**src/rtl/ddr2rb_pkg.sv**
```systemverilog
package ddr2rb_pkg;

  // Command classes the read path distinguishes.
  typedef enum logic [0:0] {
    CMD_NOP  = 1'b0,
    CMD_READ = 1'b1
  } cmd_e;

  // Lane index of the even / odd column bank.
  localparam int unsigned BANK_EV = 0;
  localparam int unsigned BANK_OD = 1;

  // Cycles between the capture edge and the first data cycle that the
  // internal pipe itself consumes (delay line head, sequencer, store, output).
  localparam int unsigned PIPE_LAT = 3;

  function automatic cmd_e decode_cmd(input logic cs_n, input logic ras_n,
                                      input logic cas_n, input logic we_n);
    return (!cs_n && ras_n && !cas_n && we_n) ? CMD_READ : CMD_NOP;
  endfunction

endpackage

```
**src/rtl/ddr2rb_lat_line.sv**
```systemverilog
// Variable-delay line: a request is written at a stage chosen by its latency
// and moves one stage toward the head per clock.
module ddr2rb_lat_line #(
  parameter int unsigned COL_W = 6,
  parameter int unsigned DEPTH = 8,
  localparam int unsigned IDX_W = (DEPTH > 1) ? $clog2(DEPTH) : 1
) (
  input  logic             clk,
  input  logic             rst,
  input  logic             ins_vld,
  input  logic [IDX_W-1:0] ins_idx,
  input  logic             ins_bl8,
  input  logic [COL_W-1:0] ins_col,
  output logic             head_vld,
  output logic             head_bl8,
  output logic [COL_W-1:0] head_col
);

  logic             st_vld [DEPTH];
  logic             st_bl8 [DEPTH];
  logic [COL_W-1:0] st_col [DEPTH];

  for (genvar s = 0; s < DEPTH; s++) begin : g_stage
    logic hit;
    assign hit = ins_vld && (ins_idx == IDX_W'(s));

    if (s == DEPTH - 1) begin : g_tail
      always_ff @(posedge clk) begin
        if (rst) begin
          st_vld[s] <= 1'b0;
          st_bl8[s] <= 1'b0;
          st_col[s] <= '0;
        end else if (hit) begin
          st_vld[s] <= 1'b1;
          st_bl8[s] <= ins_bl8;
          st_col[s] <= ins_col;
        end else begin
          st_vld[s] <= 1'b0;
        end
      end
    end else begin : g_body
      always_ff @(posedge clk) begin
        if (rst) begin
          st_vld[s] <= 1'b0;
          st_bl8[s] <= 1'b0;
          st_col[s] <= '0;
        end else if (hit) begin
          st_vld[s] <= 1'b1;
          st_bl8[s] <= ins_bl8;
          st_col[s] <= ins_col;
        end else begin
          st_vld[s] <= st_vld[s+1];
          st_bl8[s] <= st_bl8[s+1];
          st_col[s] <= st_col[s+1];
        end
      end
    end
  end

  assign head_vld = st_vld[0];
  assign head_bl8 = st_bl8[0];
  assign head_col = st_col[0];

endmodule

```
**src/rtl/ddr2rb_burst_seq.sv**
```systemverilog
// Burst sequencer: walks the wrapped column order two beats per cycle and
// splits each pair onto the even and odd banks.
module ddr2rb_burst_seq #(
  parameter int unsigned COL_W = 6,
  localparam int unsigned BANK_W = COL_W - 1
) (
  input  logic              clk,
  input  logic              rst,
  input  logic              ld_vld,
  input  logic              ld_bl8,
  input  logic [COL_W-1:0]  ld_col,
  output logic              act,
  output logic [BANK_W-1:0] ev_addr,
  output logic [BANK_W-1:0] od_addr,
  output logic              swap
);

  logic             bl8_q;
  logic [COL_W-1:0] base_q;
  logic [2:0]       off_q;
  logic [1:0]       left_q;
  logic [2:0]       mask;
  logic [2:0]       ld_mask;
  logic [2:0]       off_nx;
  logic [COL_W-1:0] col_a;
  logic [COL_W-1:0] col_b;

  assign mask    = bl8_q  ? 3'b111 : 3'b011;
  assign ld_mask = ld_bl8 ? 3'b111 : 3'b011;
  assign off_nx  = (off_q + 3'd1) & mask;

  always_ff @(posedge clk) begin
    if (rst) begin
      act    <= 1'b0;
      bl8_q  <= 1'b0;
      base_q <= '0;
      off_q  <= '0;
      left_q <= '0;
    end else if (ld_vld) begin
      act    <= 1'b1;
      bl8_q  <= ld_bl8;
      base_q <= ld_col;
      off_q  <= ld_col[2:0] & ld_mask;
      left_q <= ld_bl8 ? 2'd3 : 2'd1;
    end else if (act) begin
      if (left_q == 2'd0) act <= 1'b0;
      else                left_q <= left_q - 2'd1;
      off_q <= (off_q + 3'd2) & mask;
    end
  end

  assign col_a = {base_q[COL_W-1:3], (base_q[2:0] & ~mask) | off_q};
  assign col_b = {base_q[COL_W-1:3], (base_q[2:0] & ~mask) | off_nx};

  // The pair always holds one even and one odd column.
  assign swap    = off_q[0];
  assign ev_addr = swap ? col_b[COL_W-1:1] : col_a[COL_W-1:1];
  assign od_addr = swap ? col_a[COL_W-1:1] : col_b[COL_W-1:1];

endmodule

```
**src/rtl/ddr2rb_store.sv**
```systemverilog
// Two column banks (even, odd), each one write port and one registered read.
module ddr2rb_store #(
  parameter int unsigned COL_W  = 6,
  parameter int unsigned DATA_W = 8,
  localparam int unsigned BANK_W = COL_W - 1,
  localparam int unsigned BANK_D = 1 << BANK_W
) (
  input  logic                   clk,
  input  logic                   wr_en,
  input  logic [COL_W-1:0]       wr_addr,
  input  logic [DATA_W-1:0]      wr_data,
  input  logic [1:0][BANK_W-1:0] rd_addr,
  output logic [1:0][DATA_W-1:0] rd_q
);

  for (genvar b = 0; b < 2; b++) begin : g_bank
    logic [DATA_W-1:0] mem [BANK_D];

    always_ff @(posedge clk) begin
      if (wr_en && (wr_addr[0] == 1'(b))) mem[wr_addr[COL_W-1:1]] <= wr_data;
      rd_q[b] <= mem[rd_addr[b]];
    end
  end

endmodule

```
**src/rtl/ddr2_rd_burst_gen.sv**
```systemverilog
module ddr2_rd_burst_gen #(
  parameter int unsigned COL_W  = 6,
  parameter int unsigned DATA_W = 8,
  parameter int unsigned LAT_W  = 3,
  parameter int unsigned CL_MIN = 3,
  parameter int unsigned CL_MAX = 6,
  parameter int unsigned AL_MAX = 4
) (
  input  logic              clk,
  input  logic              rst,
  input  logic              cs_n,
  input  logic              ras_n,
  input  logic              cas_n,
  input  logic              we_n,
  input  logic [COL_W-1:0]  col_addr,
  input  logic [LAT_W-1:0]  cas_lat,
  input  logic [LAT_W-1:0]  add_lat,
  input  logic              bl8,
  input  logic              wr_en,
  input  logic [COL_W-1:0]  wr_addr,
  input  logic [DATA_W-1:0] wr_data,
  output logic [DATA_W-1:0] dq_rise,
  output logic [DATA_W-1:0] dq_fall,
  output logic              dq_oe,
  output logic              strb_lvl,
  output logic              strb_oe
);
  import ddr2rb_pkg::*;

  localparam int unsigned RL_MAX = CL_MAX + AL_MAX;
  localparam int unsigned LINE_D = RL_MAX - PIPE_LAT + 1;
  localparam int unsigned IDX_W  = (LINE_D > 1) ? $clog2(LINE_D) : 1;
  localparam int unsigned BANK_W = COL_W - 1;
  localparam int unsigned SUM_W  = LAT_W + 2;

  // Command decode and latency clamp.
  cmd_e             cmd;
  logic [LAT_W-1:0] cl_c;
  logic [LAT_W-1:0] al_c;
  logic [SUM_W-1:0] rl_sum;
  logic [IDX_W-1:0] ins_idx;

  assign cmd = decode_cmd(cs_n, ras_n, cas_n, we_n);

  always_comb begin
    if (cas_lat < LAT_W'(CL_MIN))      cl_c = LAT_W'(CL_MIN);
    else if (cas_lat > LAT_W'(CL_MAX)) cl_c = LAT_W'(CL_MAX);
    else                               cl_c = cas_lat;
    if (add_lat > LAT_W'(AL_MAX))      al_c = LAT_W'(AL_MAX);
    else                               al_c = add_lat;
    rl_sum  = SUM_W'(cl_c) + SUM_W'(al_c);
    ins_idx = IDX_W'(rl_sum - SUM_W'(PIPE_LAT));
  end

  // Latency delay line.
  logic             head_vld;
  logic             head_bl8;
  logic [COL_W-1:0] head_col;

  ddr2rb_lat_line #(
    .COL_W (COL_W),
    .DEPTH (LINE_D)
  ) u_line (
    .clk      (clk),
    .rst      (rst),
    .ins_vld  (cmd == CMD_READ),
    .ins_idx  (ins_idx),
    .ins_bl8  (bl8),
    .ins_col  (col_addr),
    .head_vld (head_vld),
    .head_bl8 (head_bl8),
    .head_col (head_col)
  );

  // Burst address sequencer.
  logic              seq_act;
  logic              seq_swap;
  logic [BANK_W-1:0] seq_ev;
  logic [BANK_W-1:0] seq_od;

  ddr2rb_burst_seq #(
    .COL_W (COL_W)
  ) u_seq (
    .clk     (clk),
    .rst     (rst),
    .ld_vld  (head_vld),
    .ld_bl8  (head_bl8),
    .ld_col  (head_col),
    .act     (seq_act),
    .ev_addr (seq_ev),
    .od_addr (seq_od),
    .swap    (seq_swap)
  );

  // Column store.
  logic [1:0][BANK_W-1:0] rd_addr;
  logic [1:0][DATA_W-1:0] rd_q;

  always_comb begin
    rd_addr[BANK_EV] = seq_ev;
    rd_addr[BANK_OD] = seq_od;
  end

  ddr2rb_store #(
    .COL_W  (COL_W),
    .DATA_W (DATA_W)
  ) u_store (
    .clk     (clk),
    .wr_en   (wr_en),
    .wr_addr (wr_addr),
    .wr_data (wr_data),
    .rd_addr (rd_addr),
    .rd_q    (rd_q)
  );

  // Read-data stage alignment and registered outputs.
  logic rd_act;
  logic rd_swap;

  always_ff @(posedge clk) begin
    if (rst) begin
      rd_act  <= 1'b0;
      rd_swap <= 1'b0;
    end else begin
      rd_act  <= seq_act;
      rd_swap <= seq_swap;
    end
  end

  always_ff @(posedge clk) begin
    if (rst) begin
      dq_rise  <= '0;
      dq_fall  <= '0;
      dq_oe    <= 1'b0;
      strb_lvl <= 1'b0;
      strb_oe  <= 1'b0;
    end else begin
      dq_oe    <= rd_act;
      strb_lvl <= rd_act;
      // next-cycle data (preamble), data, or previous-cycle data (postamble)
      strb_oe  <= seq_act | rd_act | dq_oe;
      if (rd_act) begin
        dq_rise <= rd_swap ? rd_q[BANK_OD] : rd_q[BANK_EV];
        dq_fall <= rd_swap ? rd_q[BANK_EV] : rd_q[BANK_OD];
      end else begin
        dq_rise <= '0;
        dq_fall <= '0;
      end
    end
  end

endmodule

```
**config.mk**
```make
export PLATFORM = sky130hd
export DESIGN_NAME = ddr2_rd_burst_gen
export DESIGN_NICKNAME = d
export VERILOG_FILES = /design/src/rtl/ddr2rb_pkg.sv /design/src/rtl/ddr2rb_lat_line.sv /design/src/rtl/ddr2rb_burst_seq.sv /design/src/rtl/ddr2rb_store.sv /design/src/rtl/ddr2_rd_burst_gen.sv
export SDC_FILE = /design/constraint.sdc
export NUM_CORES = 1
export LEC_CHECK = 0
export BUFFER_PORTS_ARGS = -buffer_cell sky130_fd_sc_hd__buf_2
export CAP_MARGIN = 0
export CELL_PAD_IN_SITES_DETAIL_PLACEMENT = 0
export CELL_PAD_IN_SITES_GLOBAL_PLACEMENT = 1
export CORE_ASPECT_RATIO = 1.1
export CORE_UTILIZATION = 31
export CTS_BUF_LIST = sky130_fd_sc_hd__clkbuf_4
export CTS_CLUSTER_DIAMETER = 80
export CTS_CLUSTER_SIZE = 30
export DETAILED_ROUTE_END_ITERATION = 8
export HOLD_SLACK_MARGIN = 0.02
export PLACE_DENSITY = 0.46
export SLEW_MARGIN = 20
export SYNTH_ARGS = -nofsm -noshare
export SYNTH_HDL_FRONTEND = slang
export SYNTH_SLANG_ARGS = --single-unit
```
**constraint.sdc**
```tcl
create_clock -name clk -period 3.57 [get_ports clk]
set_input_delay 0.5355 -clock clk [delete_from_list [all_inputs] [get_ports clk]]
set_output_delay 0.5355 -clock clk [all_outputs]
set_load 0.03 [all_outputs]
```
==> summary.md, run 1 <==
| Metric | Value |
|---|---|
| CTS tree | `built` |
| Crit path from | `u_seq.off_q[0]` |
| Peak VDD IR | `~0.24 mV` |
| Hold crit path type | `primary input to register` |
| Min Tclk post-route | `approximately 3300 ps` |
| Crit path DAT | `4040 ps` |
| Final setup fails | `0` |
| Vias in the first global route | `13,400` |
| Post-CTS Repair Setup Buffers | `0` |
| Fraction of layout cells with a size suffix above 1 | `roughly a fifth` |
| Worst Path Buf+Inv | `3` |
| DIE HEIGHT | `299 um` |
| Crit share post-route | `92.4%` |
| Starting Density | `31.4%` |
| Initial DRC Count | `between 900 and 1,000` |
| Total grt overflow | `0` |
| Max Clock Freq | `between 300 and 400 MHz` |
| Synth Area in XOR/XNOR | `0.212%` |
| Maximum capacitance violations | `0` |
| Core Area | `79,100 um^2` |
| Post-CTS Resized | `0` |
| CP Cell Sequence | `inv_1 > ha_4 > buf_4 > buf_12 > mux4_2 > mux2i_1 > o22ai_1 > a311o_1` |
| Cell family with most CP delay | `multiplexers` |
| Compound-cell area share of the yosys netlist | `4.42%` |
| Post-synth top area cell | `edfxtp_1` |
| Simple-gate share of the synthesized area | `a little over 7%` |
| CP endpoint kind | `register` |
| Global-route wire length before repair | `95.9 mm` |
| Largest family of logic cells by synthesized area | `multiplexers` |
| Clk_lat worst skew | `910 ps` |
| Drt via density | `4.77` |
| Root Driver | `clkbuf_4` |
| All-Layer GR Usage | `16.3%` |
| Final Max Tran Viols | `0` |
| Post-synth EDFFs | `576` |
| Max incr delay on CP | `roughly 550 ps` |
| Setup TNS | `0 ps` |
| Worst Hold Launch | `wr_data[6]` |
| Routed WL | `65.6 mm` |
| Yosys Warn Count | `0` |
| Least-Margin Pin Slew | `1100 ps` |
| Synthesis-stage register bit count | `623` |
| Die area | `about 80,000 um^2` |
| Hold buffer count at cts | `8` |
| R2R Path Start | `u_seq.off_q[0]` |
| Multiplexer area fraction after synthesis | `12.8%` |
| Power density cells | `456 nW/um^2` |
| Final hold violations | `0` |
| Run status | `complete, no violations` |
| Worst hold slack | `128 ps` |
| 1st-pass router iterations | `5` |
| Post-Synthesis Cell Area | `24,800 um^2` |
| Post-synthesis instance total | `1,460` |
| Area Growth Syn to Fin | `12.7%` |
| Nature of the critical path startpoint | `register` |
| Htree depth | `2` |
| RePlAce Congestion | `0.775` |
| Antenna violations before repair | `5` |
| Post-DP HPWL | `43.7 mm` |
| Skew final | `between 80 and 90 ps` |
| Adder-Cell Fraction of Synth Area | `0.303%` |
| Top-count cell post-synth | `edfxtp_1` |
| Asr flop ratio synth | `0%` |
| Die X | `272 um` |
| Yosys cell types | `59` |
| Routed WL per cell | `24.0 um` |
| Largest net degree at the start of global routing | `65` |
| Synth Area per Inst | `17.0 um^2` |
| Sequential area share after synthesis | `73.5%` |
| P_leak | `9.28 nW` |
| CP max FO | `64` |
| Top-area cell type share of the netlist area | `69.7%` |
| DRC | `0` |
| Ranking of synthesized cells by area | `edfxtp_1 (70%), mux4_2 (6.5%), mux2i_1 (4.8%)` |
| Clock buffer count from CTS | `37` |
| CTS Buffer Depth | `3` |
| # clock sinks | `623` |
| Top cells by count, synth | `edfxtp_1 (576), nor2_1 (165), mux2i_1 (118)` |
| Routed Antenna Nets | `0` |
| Vias | `between 10,000 and 15,000` |
| Ports | `53` |
| Final Util | `35.4%` |
| # rows | `between 100 and 150` |
| RSZ-0062 raised after global routing | `no` |
| Final nets | `1,697` |
| Critical path type | `register to register` |
| Slew HR | `26.6%` |
| CP required | `roughly 4300 ps` |
| Main synth FF type | `edfxtp_1` |
| Port-buffer cells | `52` |
| CTS clk-pin slew, worst paths | `roughly 300 ps` |
| Slowest CP cell | `mux4_2` |
==> final timing paths <==
path / end / slack (ps) / depth (start not counted)
worst max-delay path: u_store.rd_q[6] / 270 / 8
worst min-delay path: u_store.g_bank[1].mem[4][6] / 130 / 1
worst max register to register: u_store.rd_q[6] / 270 / 8
worst min register to register: dq_fall[6] / 510 / 2
==> where the power goes <==
group / internal, W / total, W / switching (W)
clock network: 0.000826 / 0.00342 / 0.00260
logic: 0.000452 / 0.00116 / 0.000711
registers: 0.00810 / 0.00818 / 0.0000790
total: 0.00938 / 0.0128 / 0.00339
==> placed cells by master, fill, tap and decap left out, types with 6 or more instances in the layout <==
cell           instances
edfxtp_1             576
nor2_1               165
mux2i_1              118
buf_4                113
nand2_1               99
mux4_2                72
conb_1                57
buf_2                 52
dfxtp_1               45
clkbuf_4              41
nand2b_1              37
a211oi_1              26
and2_1                19
a21oi_1               19
a22oi_1               18
o21ai_0               17
a31oi_1               15
nor2b_1               14
nand3_1               14
mux4_1                12
a221oi_1              12
o221ai_1              12
inv_1                  9
a311o_1                8
dlygate4sd3_1          8
buf_12                 7
or2_2                  6
mux2_2                 6
==> registers in the layout, indices dropped and copies added, names as in the netlist <==
signal,count
rd_swap,1
strb_oe,1
dq_rise,8
u_seq.left_q,2
rd_act,1
u_seq.base_q,4
u_store.g_bank.mem,512
u_line.st_vld,8
u_line.st_bl8,8
u_store.rd_q,16
dq_fall,8
u_line.st_col,48
u_seq.act,1
strb_lvl,1
u_seq.bl8_q,1
u_seq.off_q,3
==> routing by layer <==
layer	track usage (%)	vias to the layer above	wire [um]
met3	2.61	65	2550
met4	3.48	6	1150
met5	0	-	39
li1	-	6002	-
met1	23.4	6776	31300
met2	26.1	208	30600
==> cell families (layout without fill, tap and decap cells) <==
logic type,Yosys count,in the layout
AOI/OAI and AO/OA,148,148
adders and majority gates,6,6
other,1,61
and+or+nand+nor,381,381
buffers and inverters,87,257
DFF,623,623
xor gates and xnor gates,6,6
muxes,208,208
==> metrics by stage <==
stage | instances | total power (W) | instance area, um^2 | setup slack (ps)
global route | 2732 | 0.0133 | 28000 | 63.9
global placement | 2655 | 0.00952 | 27200 | 258
floorplan | 1516 | 0.00898 | 25000 | 811
finish | 2735 | 0.0128 | 28000 | 272
detailed placement | 2655 | 0.00953 | 27200 | 255
CTS | 2731 | 0.0130 | 28000 | 120
==> area by class of cell <==
class | count | area [um^2]
Multi-Input combinational cell | 806 | 6390
Clock buffer | 41 | 308
Timing Repair Buffer | 180 | 1330
Antenna cell | 4 | 10.0
Tap cell | 1045 | 1310
Fill cell | 7573 | 51100
Clock inverter | 27 | 348
Sequential cell | 623 | 18200
Inverter | 9 | 33.8
Note: power is estimated with default switching activity, not from simulation.
==> inputs of run 2 (changes only) <==
--- a/config.mk
+++ b/config.mk
@@ -5,7 +5,6 @@
 export SDC_FILE = /design/constraint.sdc
 export NUM_CORES = 1
 export LEC_CHECK = 0
-export BUFFER_PORTS_ARGS = -buffer_cell sky130_fd_sc_hd__buf_2
 export CAP_MARGIN = 0
 export CELL_PAD_IN_SITES_DETAIL_PLACEMENT = 0
 export CELL_PAD_IN_SITES_GLOBAL_PLACEMENT = 1
@@ -15,6 +14,7 @@
 export CTS_CLUSTER_DIAMETER = 80
 export CTS_CLUSTER_SIZE = 30
 export DETAILED_ROUTE_END_ITERATION = 8
+export DONT_BUFFER_PORTS = 1
 export HOLD_SLACK_MARGIN = 0.02
 export PLACE_DENSITY = 0.46
 export SLEW_MARGIN = 20
==> run 2 against run 1 <==
  * Worst setup slack worse by 22 ps
  * Clock power is 3% lower
  * Maximum frequency is 0.66% lower
  * Clock skew is 22 ps lower
  * Cell area is 0.93% lower
  * Combinational power is 3% lower
  * Count of clock-buffer cells in the layout is 3 lower
  * Critical endpoint is now u_store.rd_q[5]
  * Critical path depth is 1 lower
  * Non-clock buffer count is 71 lower
  * Global-route usage is 0.22 points lower
  * Via count is 0.96% lower
==> summary.md, run 2 (synthesized netlist as in run 1, its figures left out) <==
| Metric | Value |
|---|---|
| CTS tree | `built (unchanged)` |
| DP Cell Count | `2,566 (was 2,655)` |
| Port-buffer cells | `0 (was 52)` |
| Routed WL | `65.2 mm (was 65.6 mm)` |
| Total grt overflow | `0 (unchanged)` |
| All-Layer GR Usage | `16.1% (was 16.3%)` |
| Post-DP HPWL | `41.4 mm (was 43.7 mm)` |
| Maximum capacitance violations | `0 (unchanged)` |
| # rows | `108 (unchanged)` |
| Layout Cells excl Fill | `2,655 (was 2,735)` |
| Hold crit path type | `primary input to register (unchanged)` |
| Core Area | `79,100 um^2 (unchanged)` |
| Final Max Tran Viols | `0 (unchanged)` |
| CP endpoint kind | `register (unchanged)` |
| Most frequent cells in the layout | `edfxtp_1 (576), nor2_1 (165), mux2i_1 (118) (unchanged)` |
| RePlAce Congestion | `0.749 (was 0.775)` |
| Max Clock Freq | `301 MHz (was 303 MHz)` |
| Worst Hold Launch | `cs_n (was wr_data[6])` |
| Hold path cells | `3 (was 1)` |
| R2R setup slack | `250 ps (was 270 ps)` |
| CP max FO | `82 (was 64)` |
| R2R Path Start | `u_seq.off_q[0] (unchanged)` |
| Min Tclk post-route | `3320 ps (was 3300 ps)` |
| Final setup fails | `0 (unchanged)` |
| Skew final | `63.6 ps (was 85.6 ps)` |
| Largest net degree at the start of global routing | `94 (was 65)` |
| Drt via density | `4.87 (was 4.77)` |
| 1st-pass router iterations | `5 (unchanged)` |
| Setup TNS | `0 ps (unchanged)` |
| Post-CTS Resized | `0 (unchanged)` |
| Die X | `272 um (unchanged)` |
| Power density cells | `457 nW/um^2 (was 456 nW/um^2)` |
| Initial DRC Count | `1,044 (was 999)` |
| DRC | `0 (unchanged)` |
| Ports | `53 (unchanged)` |
| CTS Buffer Depth | `3 (unchanged)` |
| Max reg flops | `512 (unchanged)` |
| Root Driver | `clkbuf_4 (unchanged)` |
| CTS clk-pin slew, worst paths | `260 ps (was 300 ps)` |
| Least-Margin Pin Slew | `1100 ps (about the same)` |
| Area of the multi-input gates | `6400 um^2 (was 6390 um^2)` |
| Vias in the first global route | `13,200 (was 13,400)` |
| Clock buffer count from CTS | `35 (was 37)` |
| Run status | `complete, no violations (unchanged)` |
| DIE HEIGHT | `299 um (unchanged)` |
| Fill cell count | `7,536 (was 7,573)` |
| # clock sinks | `623 (unchanged)` |
| Crit share post-route | `93.0% (was 92.4%)` |
| Register area | `18,200 um^2 (unchanged)` |
| Nature of the critical path startpoint | `register (unchanged)` |
| Peak VDD IR | `0.246 mV (was 0.240 mV)` |
| RSZ-0062 raised after global routing | `no (unchanged)` |
| Critical path type | `register to register (unchanged)` |
| Most common cell after layout, fill and taps aside | `edfxtp_1 (unchanged)` |
| Reg2reg end | `u_store.rd_q[5] (was u_store.rd_q[6])` |
| Routed Antenna Nets | `0 (unchanged)` |
| Htree depth | `2 (unchanged)` |
| CP required | `4350 ps (was 4310 ps)` |
| R2R depth | `7 (was 8)` |
| Slew HR | `26.6% (about the same)` |
| Area Growth Syn to Fin | `11.7% (was 12.7%)` |
| Final hold violations | `0 (unchanged)` |
| Routed WL per cell | `24.6 um (was 24.0 um)` |
| Crit path DAT | `4100 ps (was 4040 ps)` |
| Clk_lat worst skew | `870 ps (was 910 ps)` |
| Antenna violations before repair | `3 (was 5)` |
| P_leak | `8.98 nW (was 9.28 nW)` |
| Vias | `12,900 (was 13,100)` |
| Die area | `81,200 um^2 (unchanged)` |
| Global-route wire length before repair | `94.4 mm (was 95.9 mm)` |
| Hold Crit Endpoint | `u_line.st_vld[1][3] (was u_store.g_bank[1].mem[4][6])` |
| Final nets | `1,624 (was 1,697)` |
| Starting Density | `31.4% (unchanged)` |
| Fraction of layout cells with a size suffix above 1 | `15.7% (was 20.1%)` |
## run 2: worst max path at each step
stage / start / end / slack [ps] / cells past startpoint
finish: u_seq.off_q[0] / u_store.rd_q[5] / 250 / 7
global route: u_seq.off_q[0] / u_store.rd_q[5] / 50 / 7
CTS: u_seq.off_q[0] / u_store.rd_q[5] / 180 / 7
detailed placement: u_seq.off_q[0] / u_store.rd_q[5] / 240 / 7
global placement: u_seq.off_q[0] / u_store.rd_q[5] / 210 / 7
floorplan: u_seq.off_q[0] / u_store.rd_q[5] / 810 / 10
## run 2: what timing repair did
item | in CTS | in global routing
buffers inserted | 0 | 0
hold endpoints to repair | 595 | 0
hold buffers | 26 | 0
## run 2: where the power goes
group / internal (W) / leakage [nW] / total, W / switching [W]
logic: 0.000455 / 3.02 / 0.00112 / 0.000669
clock network: 0.000868 / 0.315 / 0.00332 / 0.00246
registers: 0.00810 / 5.64 / 0.00820 / 0.000103
total: 0.00942 / 8.98 / 0.0127 / 0.00323
## run 2: critical path, stage by stage (launching register included)
cell	delay, ps
dfxtp_1	480
inv_1	190
ha_4	670
buf_12	390
mux4_2	560
mux2i_1	320
o22ai_1	160
a311o_1	400
## run 2: routing by layer
metal | part of all wire, % | GRT usage (%)
met5 | 0 | 0
met4 | 1.6 | 3.22
met3 | 4.3 | 2.68
met2 | 48 | 26.6
met1 | 46 | 22.4
## run 2: cell type report
| cell class | count | area share (%) |
|---|---|---|
| antenna | 1 | 0.00903 |
| timing repair buffer | 109 | 4.03 |
| tap | 1045 | 4.72 |
| inverter | 9 | 0.122 |
| multi-input combinational | 806 | 23.1 |
| clock inverter | 24 | 1.17 |
| clock buffer | 38 | 1.03 |
| sequential | 623 | 65.8 |
## run 2: per-stage QoR
| stage | setup WS (ps) | util, % | power, W | hold WS, ps | instance area [um^2] |
|---|---|---|---|---|---|
| 2_1_floorplan | 811 | - | 0.00898 | 446 | 25000 |
| 3_3_place_gp | 206 | 33.7 | 0.00933 | 473 | 26700 |
| 3_5_place_dp | 238 | 33.7 | 0.00933 | 473 | 26700 |
| 4_1_cts | 177 | 35.0 | 0.0129 | 84.0 | 27700 |
| 5_1_grt | 52.5 | 35.1 | 0.0131 | 118 | 27700 |
| 6_report | 250 | 35.1 | 0.0127 | 186 | 27700 |
